$ cat config.mk
export PLATFORM = sky130hd
export DESIGN_NAME = i2c_byte_master
export DESIGN_NICKNAME = d
export VERILOG_FILES = /design/src/rtl/i2cm_pkg.sv /design/src/rtl/i2cm_tick.sv /design/src/rtl/i2cm_shreg.sv /design/src/rtl/i2cm_pins.sv /design/src/rtl/i2cm_fsm.sv /design/src/rtl/i2c_byte_master.sv
export SDC_FILE = /design/constraint.sdc
export NUM_CORES = 1
export LEC_CHECK = 0
export ABC_AREA = 1
export BUFFER_PORTS_ARGS = -buffer_cell sky130_fd_sc_hd__buf_4
export CAP_MARGIN = 10
export CORE_UTILIZATION = 55
export CTS_CLUSTER_DIAMETER = 120
export DETAILED_ROUTE_END_ITERATION = 16
export PLACE_DENSITY = 0.78
export SLEW_MARGIN = 10
export SYNTH_ARGS = -nofsm -noshare
export SYNTH_HDL_FRONTEND = slang
export SYNTH_SLANG_ARGS = --single-unit
$ cat constraint.sdc
create_clock -name clk_i -period 2.7 [get_ports clk_i]
set_clock_uncertainty 0.1 [all_clocks]
set_input_delay 0.405 -clock clk_i [delete_from_list [all_inputs] [get_ports clk_i]]
set_output_delay 0.405 -clock clk_i [all_outputs]
set_load 0.05 [all_outputs]
$ cat src/rtl/i2cm_pkg.sv
package i2cm_pkg;
  localparam int BYTE_W = 8;

  typedef enum logic [2:0] {
    ST_IDLE, ST_START, ST_TXBIT, ST_TXACK,
    ST_RXBIT, ST_RXACK, ST_HOLD, ST_STOP
  } i2cm_state_e;
endpackage

$ cat src/rtl/i2cm_tick.sv
module i2cm_tick #(
  parameter int CLK_DIV = 8
) (
  input  logic clk_i,
  input  logic rst_ni,
  input  logic en_i,
  output logic tick_o
);
  localparam int CW = (CLK_DIV > 2) ? $clog2(CLK_DIV) : 1;
  localparam logic [CW-1:0] LAST = CW'(CLK_DIV - 1);

  logic [CW-1:0] cnt_q;

  always_ff @(posedge clk_i or negedge rst_ni) begin
    if (!rst_ni)            cnt_q <= '0;
    else if (!en_i)         cnt_q <= '0;
    else if (cnt_q == LAST) cnt_q <= '0;
    else                    cnt_q <= cnt_q + 1'b1;
  end

  assign tick_o = en_i && (cnt_q == LAST);
endmodule

$ cat src/rtl/i2cm_shreg.sv
module i2cm_shreg #(
  parameter int W = 8
) (
  input  logic         clk_i,
  input  logic         rst_ni,
  input  logic         load_i,
  input  logic [W-1:0] din_i,
  input  logic         shift_i,
  input  logic         bit_i,
  output logic [W-1:0] q_o
);
  always_ff @(posedge clk_i or negedge rst_ni) begin
    if (!rst_ni)      q_o <= '0;
    else if (load_i)  q_o <= din_i;
    else if (shift_i) q_o <= {q_o[W-2:0], bit_i};
  end
endmodule

$ cat src/rtl/i2cm_pins.sv
module i2cm_pins
  import i2cm_pkg::*;
(
  input  logic        clk_i,
  input  logic        rst_ni,
  input  i2cm_state_e st_i,
  input  logic [1:0]  q_i,
  input  logic        tx_bit_i,
  input  logic        ack_nack_i,
  output logic        scl_oe_o,
  output logic        sda_oe_o
);
  logic scl_n, sda_n, upd;

  always_comb begin
    scl_n = 1'b0;
    sda_n = 1'b0;
    unique case (st_i)
      ST_START: sda_n = q_i[1];
      ST_TXBIT: begin scl_n = !q_i[1]; sda_n = !tx_bit_i;   end
      ST_TXACK: scl_n = !q_i[1];
      ST_RXBIT: scl_n = !q_i[1];
      ST_RXACK: begin scl_n = !q_i[1]; sda_n = !ack_nack_i; end
      ST_HOLD:  begin scl_n = 1'b1;    sda_n = 1'b1;        end
      ST_STOP:  begin scl_n = !q_i[1]; sda_n = (q_i != 2'd3); end
      default:  ;
    endcase
  end

  // data SDA moves one cycle after SCL is already low
  assign upd = (scl_oe_o && scl_n) || (st_i == ST_IDLE) || (st_i == ST_START) ||
               (st_i == ST_STOP && q_i[1]);

  always_ff @(posedge clk_i or negedge rst_ni) begin
    if (!rst_ni) begin
      scl_oe_o <= 1'b0;
      sda_oe_o <= 1'b0;
    end else begin
      scl_oe_o <= scl_n;
      if (upd) sda_oe_o <= sda_n;
    end
  end
endmodule

$ cat src/rtl/i2cm_fsm.sv
module i2cm_fsm
  import i2cm_pkg::*;
(
  input  logic              clk_i,
  input  logic              rst_ni,
  input  logic              master_en_i,
  input  logic              wr_i,
  input  logic [BYTE_W-1:0] wdata_i,
  input  logic              rd_i,
  input  logic              stop_req_i,
  input  logic              man_ack_en_i,
  input  logic              man_ack_lvl_i,
  input  logic              sda_s_i,
  input  logic              tick_i,
  input  logic [BYTE_W-1:0] sr_i,
  output i2cm_state_e       st_o,
  output logic [1:0]        q_o,
  output logic              tick_en_o,
  output logic              load_o,
  output logic [BYTE_W-1:0] ld_data_o,
  output logic              shift_o,
  output logic              ack_nack_o,
  output logic [BYTE_W-1:0] rdata_o,
  output logic              rx_avail_o,
  output logic              tx_empty_o,
  output logic              nack_o,
  output logic              busy_o
);
  localparam int BCW = $clog2(BYTE_W);
  localparam logic [BCW-1:0] BLAST = BCW'(BYTE_W - 1);

  logic [BCW-1:0]    bitc_q;
  logic [BYTE_W-1:0] tx_buf_q;
  logic tx_full_q, rd_mode_q, stop_pend_q, end_after_q;
  logic last, start_req;

  assign last      = tick_i && (q_o == 2'd3);
  assign start_req = wr_i && master_en_i;
  assign load_o    = (st_o == ST_START && last) ||
                     (st_o == ST_TXACK && last && !sda_s_i && !rd_mode_q && tx_full_q) ||
                     (st_o == ST_HOLD && !nack_o && tx_full_q);
  assign ld_data_o = tx_buf_q;
  assign shift_o   = last && (st_o == ST_TXBIT || st_o == ST_RXBIT);
  assign tick_en_o = (st_o != ST_IDLE) && (st_o != ST_HOLD);
  assign tx_empty_o = !tx_full_q;
  assign busy_o    = (st_o != ST_IDLE);

  always_ff @(posedge clk_i or negedge rst_ni) begin
    if (!rst_ni) begin
      st_o <= ST_IDLE;       q_o <= '0;          bitc_q <= '0;
      tx_buf_q <= '0;        tx_full_q <= 1'b0;  rd_mode_q <= 1'b0;
      stop_pend_q <= 1'b0;   end_after_q <= 1'b0; ack_nack_o <= 1'b0;
      rdata_o <= '0;         rx_avail_o <= 1'b0; nack_o <= 1'b0;
    end else begin
      if (rd_i) rx_avail_o <= 1'b0;
      if (tick_i) q_o <= q_o + 2'd1;
      if (st_o != ST_IDLE) begin
        if (start_req) begin tx_buf_q <= wdata_i; tx_full_q <= 1'b1; end
        if (stop_req_i) stop_pend_q <= 1'b1;
      end
      if (load_o) begin tx_full_q <= 1'b0; bitc_q <= '0; end
      unique case (st_o)
        ST_IDLE: begin
          q_o <= '0; stop_pend_q <= 1'b0; tx_full_q <= 1'b0;
          if (start_req) begin
            st_o <= ST_START; tx_buf_q <= wdata_i; tx_full_q <= 1'b1;
            rd_mode_q <= wdata_i[0]; nack_o <= 1'b0; rx_avail_o <= 1'b0;
          end
        end
        ST_START: if (last) st_o <= ST_TXBIT;
        ST_TXBIT: if (last) begin
          if (bitc_q == BLAST) st_o <= ST_TXACK;
          else                 bitc_q <= bitc_q + 1'b1;
        end
        ST_TXACK: if (last) begin
          if (sda_s_i) begin nack_o <= 1'b1; st_o <= ST_HOLD; end
          else if (rd_mode_q) begin st_o <= ST_RXBIT; bitc_q <= '0; end
          else if (tx_full_q) st_o <= ST_TXBIT;
          else if (stop_pend_q) st_o <= ST_STOP;
          else st_o <= ST_HOLD;
        end
        ST_HOLD: begin
          q_o <= '0;
          if (load_o) st_o <= ST_TXBIT;
          else if (stop_pend_q) st_o <= ST_STOP;
        end
        ST_RXBIT: if (last) begin
          if (bitc_q == BLAST) begin
            st_o <= ST_RXACK;
            rdata_o <= {sr_i[BYTE_W-2:0], sda_s_i};
            rx_avail_o <= 1'b1;
            ack_nack_o <= man_ack_en_i ? man_ack_lvl_i : stop_pend_q;
            end_after_q <= stop_pend_q;
            stop_pend_q <= 1'b0;
          end else bitc_q <= bitc_q + 1'b1;
        end
        ST_RXACK: if (last) begin
          if (end_after_q) st_o <= ST_STOP;
          else begin st_o <= ST_RXBIT; bitc_q <= '0; end
        end
        ST_STOP: if (last) st_o <= ST_IDLE;
        default: st_o <= ST_IDLE;
      endcase
    end
  end
endmodule

$ cat src/rtl/i2c_byte_master.sv
module i2c_byte_master
  import i2cm_pkg::*;
#(
  parameter int CLK_DIV     = 8,
  parameter int SYNC_STAGES = 2
) (
  input  logic              clk_i,
  input  logic              rst_ni,
  input  logic              master_en_i,
  input  logic              wr_i,
  input  logic [BYTE_W-1:0] wdata_i,
  input  logic              rd_i,
  input  logic              stop_req_i,
  input  logic              man_ack_en_i,
  input  logic              man_ack_lvl_i,
  input  logic              sda_i,
  output logic [BYTE_W-1:0] rdata_o,
  output logic              rx_avail_o,
  output logic              tx_empty_o,
  output logic              nack_o,
  output logic              busy_o,
  output logic              scl_oe_o,
  output logic              sda_oe_o
);
  logic [SYNC_STAGES-1:0] sda_sync_q;
  logic [BYTE_W-1:0]      sr, ld_data;
  logic [1:0]             q;
  i2cm_state_e            st;
  logic tick, tick_en, load, shift, ack_nack, sda_s;

  always_ff @(posedge clk_i or negedge rst_ni) begin
    if (!rst_ni) sda_sync_q <= '1;
    else         sda_sync_q <= {sda_sync_q[SYNC_STAGES-2:0], sda_i};
  end
  assign sda_s = sda_sync_q[SYNC_STAGES-1];

  i2cm_tick #(.CLK_DIV(CLK_DIV)) u_tick (
    .clk_i, .rst_ni, .en_i(tick_en), .tick_o(tick)
  );

  i2cm_shreg #(.W(BYTE_W)) u_shreg (
    .clk_i, .rst_ni, .load_i(load), .din_i(ld_data),
    .shift_i(shift), .bit_i(sda_s), .q_o(sr)
  );

  i2cm_fsm u_fsm (
    .clk_i, .rst_ni, .master_en_i, .wr_i, .wdata_i, .rd_i, .stop_req_i,
    .man_ack_en_i, .man_ack_lvl_i, .sda_s_i(sda_s), .tick_i(tick), .sr_i(sr),
    .st_o(st), .q_o(q), .tick_en_o(tick_en), .load_o(load), .ld_data_o(ld_data),
    .shift_o(shift), .ack_nack_o(ack_nack), .rdata_o, .rx_avail_o, .tx_empty_o,
    .nack_o, .busy_o
  );

  i2cm_pins u_pins (
    .clk_i, .rst_ni, .st_i(st), .q_i(q), .tx_bit_i(sr[BYTE_W-1]),
    .ack_nack_i(ack_nack), .scl_oe_o, .sda_oe_o
  );
endmodule

==> metrics.cfg, run 1 <==
[drt]
wl_per_cell_um = 12.8
wl_um = 4470
drtIter0Drc = 145
vias = 1848
routed.top_layer = met4
ant_nets = 0
wl_met3_um = 194
viasPerCell = 5.28
met2WireLength_um = 1990
firstDrtPassIters = 4
wl_met1_um = 2200
route.detailed.drc = 0

[clocking]
clockBufferDepth = 2
cts-resized-gates = 0
clk_pin_slew_worst_paths_ns = 0.08
htreeDepth = 2
hold_buffers = 0
numCtsBuffers = 5
post_cts_buffers = 0
cts.sinks = 46
tritoncts = done
cts_root_buf = clkbuf_8
worstSkewPairLatency_ns = 0.30

[critical_path]
crit_required_ns = 2.84
cp_max_fo = 8
crit_path_end_kind = register
crit_type = reg2reg
startpoint_type = register
critPathArrivalTime_ns = 2.00

[timing]
setup_tns_ns = 0
worst_pin_slew_ns = 0.565
relSlewSlack_pct = 62.3
setup_viol = 0
max_freq_mhz = 538
hold-worst-slack_ns = -0.00912
timing.final.ws_setup_ns = 0.841
min_period_ns = 1.86
period_share_pct = 68.9
rsz0062_at_grt = no
hold_violations = 16
finalMaxSlewViolations = 0

[yosys]
syn_area_um2 = 2280
ys_seq_elements = 46
yosysWarnings = 0
syn_nets = 291
synth_seq_area_share_pct = 50.5
synth_cell_types = 33
ys.flop_type = dfrtp_1
synth_edf_count = 0
avgSynthCellArea_um2 = 8.55
synth_cells = 267
async_flop_share_pct = 100

[worst_hold_path]
hp-class = in2async

[placed_design]
dp_hpwl_um = 3310
pre_cts_slack_ns = 0.838
placed_area_um2 = 2520
routabilityCongestion = 0.900
port_buffers = 30
dp.cells = 342

[pwr]
combPwrFrac_pct = 38.9
powerDensity_nw_per_um2 = 882
pwr-share-seq_pct = 41.0
power.leakage_nw = 1.45
power.switching_mw = 0.964
ir_worst_vdd_mv = 0.520
p_clk_share_pct = 20.1
p_int_mw = 1.36
netSwitchingFraction_pct = 41.5

[global_route]
grt_first_pass_wirelength_um = 7730
grt_max_degree = 47
antenna_found_initial = 0
grt_pass1_vias = 1715
gr-total-overflow = 0
track_usage_pct = 23.7

[finish]
diodes = 0
drive_gt1_share_pct = 20.3
layout_commonest_cell = nand2_1
postLayoutCoreUtil_pct = 65.7
design_area_um2 = 2630
finalNonFillerCells = 350
area_growth_pct = 15.2
nNetsFinal = 323
layout_common_cells = nand2_1, dfrtp_1, buf_4, inv_1, nor2_1

[die]
die_area_um2 = 4410
core_area_um2 = 4000
die-height_um = 66.4
initial_core_util_pct = 57.1
rows = 23
ios = 31
dieWidth_um = 66.4

[outcome]
outcome = finished with violations
failed_checks = hold timing

[job]
maxCapViolations = 0

==> area by class of cell <==
| type | instances | area (µm²) |
|---|---|---|
| clock inverter | 1 | 8.76 |
| fill | 357 | 1370 |
| multi-input combinational | 188 | 978 |
| timing repair buffer | 30 | 225 |
| sequential | 46 | 1150 |
| inverter | 28 | 105 |
| tap | 50 | 62.6 |
| clock buffer | 7 | 96.3 |
==> registers in the layout (all words and copies together) (netlist names) <==
register and count:
u_fsm.rx_avail_o 1, u_fsm.st_o 3, u_fsm.ack_nack_o 1, u_pins.scl_oe_o 1, sda_sync_q 2, u_fsm.end_after_q 1
u_fsm.tx_full_q 1, u_tick.cnt_q 3, u_fsm.nack_o 1, u_fsm.stop_pend_q 1, u_fsm.bitc_q 3, u_fsm.q_o 2
u_pins.sda_oe_o 1, u_fsm.rdata_o 8, u_fsm.rd_mode_q 1, u_fsm.ld_data_o 8, u_shreg.q_o 8
==> synth_stat cells (2+ instances only) <==
cell type,count,share of area (%)
ha_1,7,3.8
nor2_1,19,3.1
nor2_4,4,2.0
nand2_4,2,0.99
nand2_2,3,0.82
a21oi_1,8,1.8
o22ai_1,2,0.55
nand2_1,97,16
inv_2,4,0.66
nand3_1,13,2.9
inv_1,23,3.8
a22oi_1,7,2.3
buf_6,3,1.5
dfstp_2,2,2.3
dfrtp_1,44,48
nor3_1,3,0.66
o21ai_2,2,0.77
o21ai_0,9,2.0
==> cell families after synthesis <==
kind of cell | Yosys count | share of synthesized area (%)
adders and majority gates | 7 | 3.84
muxes | 1 | 0.439
DFF | 46 | 50.5
and+or+nand+nor | 146 | 29.3
AOI/OAI and AO/OA | 34 | 9.32
buffers and inverters | 33 | 6.58
==> final timing paths <==
| path | startpoint | end | slack (ns) | cells after the start |
|---|---|---|---|---|
| setup reg to reg | u_fsm.st_o[2] | u_fsm.st_o[2] | 0.84 | 9 |
| max in group asynchronous | rst_ni | sda_sync_q[1] | 2.12 | 1 |
| hold / removal | rst_ni | u_fsm.rdata_o[5] | -0.009 | 1 |
| hold reg to reg | sda_sync_q[0] | sda_sync_q[1] | 0.26 | 0 |
| setup / recovery | u_fsm.st_o[2] | u_fsm.st_o[2] | 0.84 | 9 |
| min in group clk_i | sda_i | sda_sync_q[0] | 0.11 | 1 |
==> power by group through the flow <==
stage,clock (mW),sequential (mW),combinational (mW)
5_1_grt,0.504,0.973,1.01
3_5_place_dp,0,0.965,0.897
6_report,0.466,0.953,0.902
4_1_cts,0.480,0.951,0.904
2_1_floorplan,0,0.964,0.676
3_3_place_gp,0,0.960,0.895
==> critical path: stages, from the launching register on <==
cell     delay (ns)
dfrtp_1        0.51
inv_1          0.19
nand3_1        0.12
o21ai_0        0.23
nand2_2        0.10
nand3_1        0.11
inv_1          0.06
nor2_1         0.21
nand2_1        0.11
nand2_1        0.07
==> metrics by stage <==
step	hold slack [ns]	total power, mW
finish	-0.00912	2.32
CTS	0.0155	2.33
floorplan	0.00941	1.64
global placement	0.245	1.86
detailed placement	0.247	1.86
global route	0.0250	2.49
==> routing by layer <==
metal  vias to the layer above  GRT usage, %
li1                        918             -
met1                       870          33.6
met2                        51          36.5
met3                         9          4.66
met4                         0          7.18
met5                         -             0
No activity file was read; power rests on OpenSTA's default activity.
==> run 2, diff against run 1 <==
- ABC_AREA: 1 -> 0
- clock period: 2.7 -> 1.8 ns (I/O delays scaled with it)
==> metrics.cfg, run 2 <==
[drt]
vias = 1921
wl_um = 6060
drtIter0Drc = 128
firstDrtPassIters = 4
wl_per_cell_um = 19.0
ant_nets = 0
route.detailed.drc = 0
viasPerCell = 6.02

[timing]
rsz0062_at_grt = yes
relSlewSlack_pct = 61.8
timing.final.ws_setup_ns = -0.115
setup_viol = 21
max_freq_mhz = 522
worst_pin_slew_ns = 0.572
period_share_pct = 106
finalMaxSlewViolations = 0
hold_violations = 0
hold-worst-slack_ns = 0.0871
min_period_ns = 1.91

[die]
dieWidth_um = 66.4
die-height_um = 66.4
core_area_um2 = 4000
initial_core_util_pct = 57.0
rows = 23
ios = 31
die_area_um2 = 4410

[critical_path]
crit_chain = buf_6 -> or3_4 -> buf_6 -> buf_8
startpoint_type = register
critPathArrivalTime_ns = 1.54
crit_required_ns = 1.43
crit_type = reg2out
crit_path_end_kind = output port
cp_max_fo = 6
r2r_start = u_fsm.bitc_q[1]
timing.rr.end = u_fsm.rdata_o[5]
r2r_slack_ns = -0.11
cp_common_cell = buf_6
slowest_stage = dfrtp_1
r2r_cells = 5
slowest_delay_ns = 0.41

[pwr]
ir_worst_vdd_mv = 0.804
power.leakage_nw = 1.46
powerDensity_nw_per_um2 = 1410

[clocking]
cts.sinks = 46
cts_root_buf = clkbuf_8
worstSkewPairLatency_ns = 0.31
htreeDepth = 2
numCtsBuffers = 5
clk_pin_slew_worst_paths_ns = 0.09
clockBufferDepth = 2
tritoncts = done

[yosys]
synth_area_leaders = dfrtp_1, mux2_2, mux2_4
syn_area_um2 = 2280
ys_top_cells_by_count = dfrtp_1, mux2_2, nor2_1
synth_top_area_cell = dfrtp_1
synth_edf_count = 0
avgSynthCellArea_um2 = 11.8
synth_cell_types = 50
yosysWarnings = 0
yosysMostFrequentCell = dfrtp_1
async_flop_share_pct = 100
synth_cells = 194
synth_top_area_share_pct = 48.3
ys_seq_elements = 46
syn_nets = 218
ys.flop_type = dfrtp_1
synth_seq_area_share_pct = 50.6

[global_route]
grt_max_degree = 47
track_usage_pct = 28.4
gr-total-overflow = 0
antenna_found_initial = 0
grt_first_pass_wirelength_um = 9040
grt_pass1_vias = 1939

[finish]
drive_gt1_share_pct = 46.8
layout_commonest_cell = buf_4
layout_common_cells = buf_4, dfrtp_1, mux2_2, nor2_1, nor2b_1
diodes = 0
area_growth_pct = 36.8
nNetsFinal = 292
finalNonFillerCells = 319
num-fill-cells = 243
design_area_um2 = 3120
postLayoutCoreUtil_pct = 77.9

[placed_design]
placed_area_um2 = 2810
port_buffers = 30
dp.cells = 298
dp_hpwl_um = 3880
routabilityCongestion = 0.883
pre_cts_slack_ns = -0.105

[worst_hold_path]
min_from = stop_req_i
hp-class = in2reg
hold_depth = 2
min_to = u_fsm.stop_pend_q

[outcome]
failed_checks = setup timing
outcome = finished with violations

[job]
maxCapViolations = 0

run 2: changes by cell type after synthesis, sizes merged, moves of 3 or more:
cell / before / now
mux2: 0 / 19
inv: 27 / 5
a22oi: 7 / 4
nor2: 24 / 9
nand2b: 0 / 5
and2: 0 / 7
nand2: 102 / 8
nor2b: 0 / 8
nand3: 15 / 5
o21ai: 12 / 9
clkbuf: 1 / 5
a2bb2oi: 0 / 4
a221o: 0 / 7
run 2: where the power goes:
| group | switching [mW] | total [mW] | internal, mW |
|---|---|---|---|
| sequential | 0.218 | 1.50 | 1.28 |
| combinational | 1.11 | 2.13 | 1.02 |
| clock | 0.367 | 0.782 | 0.415 |
run 2: logic make-up (layout without fill, tap and decap cells):
group / count (synthesis) / after routing / share of synthesized area [%]
and+or+nand+nor: 53 / 54 / 13.2
buffers and inverters: 16 / 90 / 4.06
xor gates and xnor gates: 3 / 3 / 1.15
AOI/OAI and AO/OA: 47 / 47 / 15.5
adders and majority gates: 7 / 7 / 3.84
DFF: 46 / 46 / 50.6
muxes: 22 / 22 / 11.7
run 2: repair_timing:
item                                    CTS  global route
gates resized for setup                   9            15
gates cloned                              0             1
pin swaps                                 1             3
setup buffers                             5             5
endpoints found under the hold margin    45             0
hold buffers                              2             0
endpoints found under the setup margin   22            25
run 2: how the worst max path moves through the flow:
stage | end | depth (start not counted) | from | slack, ns
4_1_cts | u_fsm.rdata_o[3] | 5 | u_tick.cnt_q[0] | -0.1
3_3_place_gp | u_fsm.rdata_o[1] | 5 | u_tick.cnt_q[0] | -0.05
5_1_grt | u_fsm.rdata_o[5] | 5 | u_tick.cnt_q[0] | -0.15
2_1_floorplan | u_fsm.rdata_o[1] | 7 | u_fsm.bitc_q[0] | -0.12
3_5_place_dp | u_fsm.rdata_o[5] | 5 | u_tick.cnt_q[0] | -0.10
6_report | busy_o | 4 | u_fsm.st_o[1] | -0.11
run 2: through the flow:
stage / power (mW) / TNS, ns
4_1_cts: 4.23 / -1.22
3_3_place_gp: 3.25 / -0.670
5_1_grt: 4.64 / -2.98
2_1_floorplan: 2.65 / -0.748
3_5_place_dp: 3.34 / -1.66
6_report: 4.41 / -1.83
run 2: per-layer routing:
metal	routed length [µm]	vias to the layer above	part of all wire [%]	global-route usage (%)
li1	-	867	-	-
met1	2430	984	40	35.5
met2	3270	60	54	46.9
met3	257	10	4.2	7.59
met4	102	0	1.7	10.4
met5	0	-	0	0
run 2: cell type report:
class	instances	area, µm²	area share, %
Clock buffer	6	72.6	2.33
Clock inverter	2	37.5	1.20
Inverter	5	21.3	0.682
Multi-Input combinational cell	133	1150	37.0
Sequential cell	46	1160	37.1
Tap cell	50	62.6	2.01
Timing Repair Buffer	77	613	19.7
run 2: critical path, delay by kind of cell, from the launching register on:
| kind | cells | cell delay (ns) |
|---|---|---|
| buffers and inverters | 3 | 0.42 |
| flip-flops | 1 | 0.41 |
| AND/OR/NAND/NOR | 1 | 0.41 |
==> run 3, diff against run 2 <==
- CORE_ASPECT_RATIO: unset -> 0.75
- SKIP_CTS_REPAIR_TIMING: unset -> 1
==> metrics.cfg, run 3 (same netlist as run 2, synthesis figures left out) <==
[pwr]
netSwitchingFraction_pct = 39.8
p_total_mw = 4.22
powerDensity_nw_per_um2 = 1390
power.switching_mw = 1.68
pwr-share-seq_pct = 35.8
power.leakage_nw = 1.42
p_clk_share_pct = 14.9
p_int_mw = 2.54
combPwrFrac_pct = 49.3
ir_worst_vdd_mv = 0.784

[critical_path]
crit_path_end_kind = register
critPathTopFamily = simple AND/OR/NAND/NOR gates
r2r_slack_ns = -0.15
timing.rr.end = u_fsm.bitc_q[0]
crit_required_ns = 1.93
slowest_stage = or4b_2
endpoint = u_fsm.bitc_q[0]
crit_chain = ha_2 -> ha_4 -> nand2_2 -> nor3_4 -> or4b_2 -> o21ai_0
slowest_delay_ns = 0.60
critPathArrivalTime_ns = 2.08
cp.depth = 6
r2r_start = u_tick.cnt_q[0]
startpoint = u_tick.cnt_q[0]
startpoint_type = register
cp_num_buf_inv = 0
crit_type = reg2reg
r2r_cells = 6
cp_max_fo = 4

[drt]
wl_um = 5700
viasPerCell = 5.95
route.detailed.drc = 0
firstDrtPassIters = 4
drtIter0Drc = 217
ant_nets = 0
wl_per_cell_um = 18.2
vias = 1863

[die]
dieWidth_um = 76.3
die-height_um = 57.8
core_area_um2 = 3800
rows = 19
die_area_um2 = 4410
ios = 31
initial_core_util_pct = 59.9

[worst_hold_path]
min_from = wdata_i[3]
hold_depth = 2
hp-class = in2reg

[finish]
drive_gt1_share_pct = 45.6
multiInputGateArea_um2 = 1150
num-fill-cells = 229
seq_area_um2 = 1150
layout_commonest_cell = buf_4
diodes = 0
nNetsFinal = 284
layout_common_cells = buf_4, dfrtp_1, mux2_2, nor2_1, nor2b_1
area_growth_pct = 32.7
postLayoutCoreUtil_pct = 79.5

[clocking]
clk_pin_slew_worst_paths_ns = 0.09
numCtsBuffers = 5
clockBufferDepth = 2
worstSkewPairLatency_ns = 0.30
tritoncts = done
cts.sinks = 46
cts_root_buf = clkbuf_8
htreeDepth = 2

[global_route]
grt_pass1_vias = 1855
grt_max_degree = 47
grt_first_pass_wirelength_um = 9020
gr-total-overflow = 0
antenna_found_initial = 0
track_usage_pct = 26.5

[timing]
timing.final.ws_setup_ns = -0.150
period_share_pct = 108
max_freq_mhz = 513
setup_tns_ns = -2.40
setup_viol = 25
rsz0062_at_grt = yes
worst_pin_slew_ns = 0.571
relSlewSlack_pct = 61.9
hold_violations = 0
finalMaxSlewViolations = 0
min_period_ns = 1.95

[placed_design]
port_buffers = 30
routabilityCongestion = 0.851
dp_hpwl_um = 3900

[outcome]
failed_checks = setup timing
outcome = finished with violations

[job]
maxCapViolations = 0

==> run 3: per-stage QoR <==
| stage | setup WS [ns] | area (µm²) | instances | hold WS [ns] |
|---|---|---|---|---|
| floorplan | -0.125 | 2340 | 194 | -0.126 |
| global placement | -0.0541 | 2770 | 293 | 0.193 |
| detailed placement | -0.105 | 2770 | 293 | 0.212 |
| CTS | -0.236 | 2860 | 301 | -0.119 |
| global route | -0.219 | 3020 | 313 | 0.0986 |
| finish | -0.150 | 3020 | 313 | 0.0982 |
==> run 3: power by group through the flow <==
stage,combinational (mW),clock (mW),sequential (mW)
2_1_floorplan,1.12,0,1.53
3_3_place_gp,1.71,0,1.49
3_5_place_dp,1.78,0,1.51
4_1_cts,1.79,0.631,1.49
5_1_grt,2.22,0.675,1.54
6_report,2.08,0.628,1.51
==> run 3: routing by layer <==
metal  GRT usage, %  vias up  routed length [µm]
met5              0        -                   0
met4           6.87        0                  65
met3           5.35        9                 290
met2           43.4       50                2770
met1           36.9      959                2570
li1               -      845                   -
==> run 3: layout make-up <==
cell class	count	share of cell area [%]
Inverter	5	0.703
Sequential cell	46	38.2
Clock buffer	6	2.40
Multi-Input combinational cell	132	37.9
Tap cell	52	2.15
Timing Repair Buffer	70	18.2
Clock inverter	2	0.455
==> run 3: how the worst min path moves through the flow <==
stage | endpoint | slack, ns
after global placement | u_fsm.q_o[0] | 0.19
final | u_fsm.ld_data_o[3] | 0.1
after global routing | u_fsm.ld_data_o[3] | 0.1
after CTS | u_fsm.q_o[0] | -0.12
after floorplan | u_fsm.ack_nack_o | -0.13
after detailed placement | u_fsm.q_o[0] | 0.21
==> run 3: worst reg2reg max path, stage by stage, from the launching register on <==
cell,delay (ns)
dfrtp_1,0.37
ha_2,0.20
ha_4,0.16
nand2_2,0.11
nor3_4,0.25
or4b_2,0.60
o21ai_0,0.09
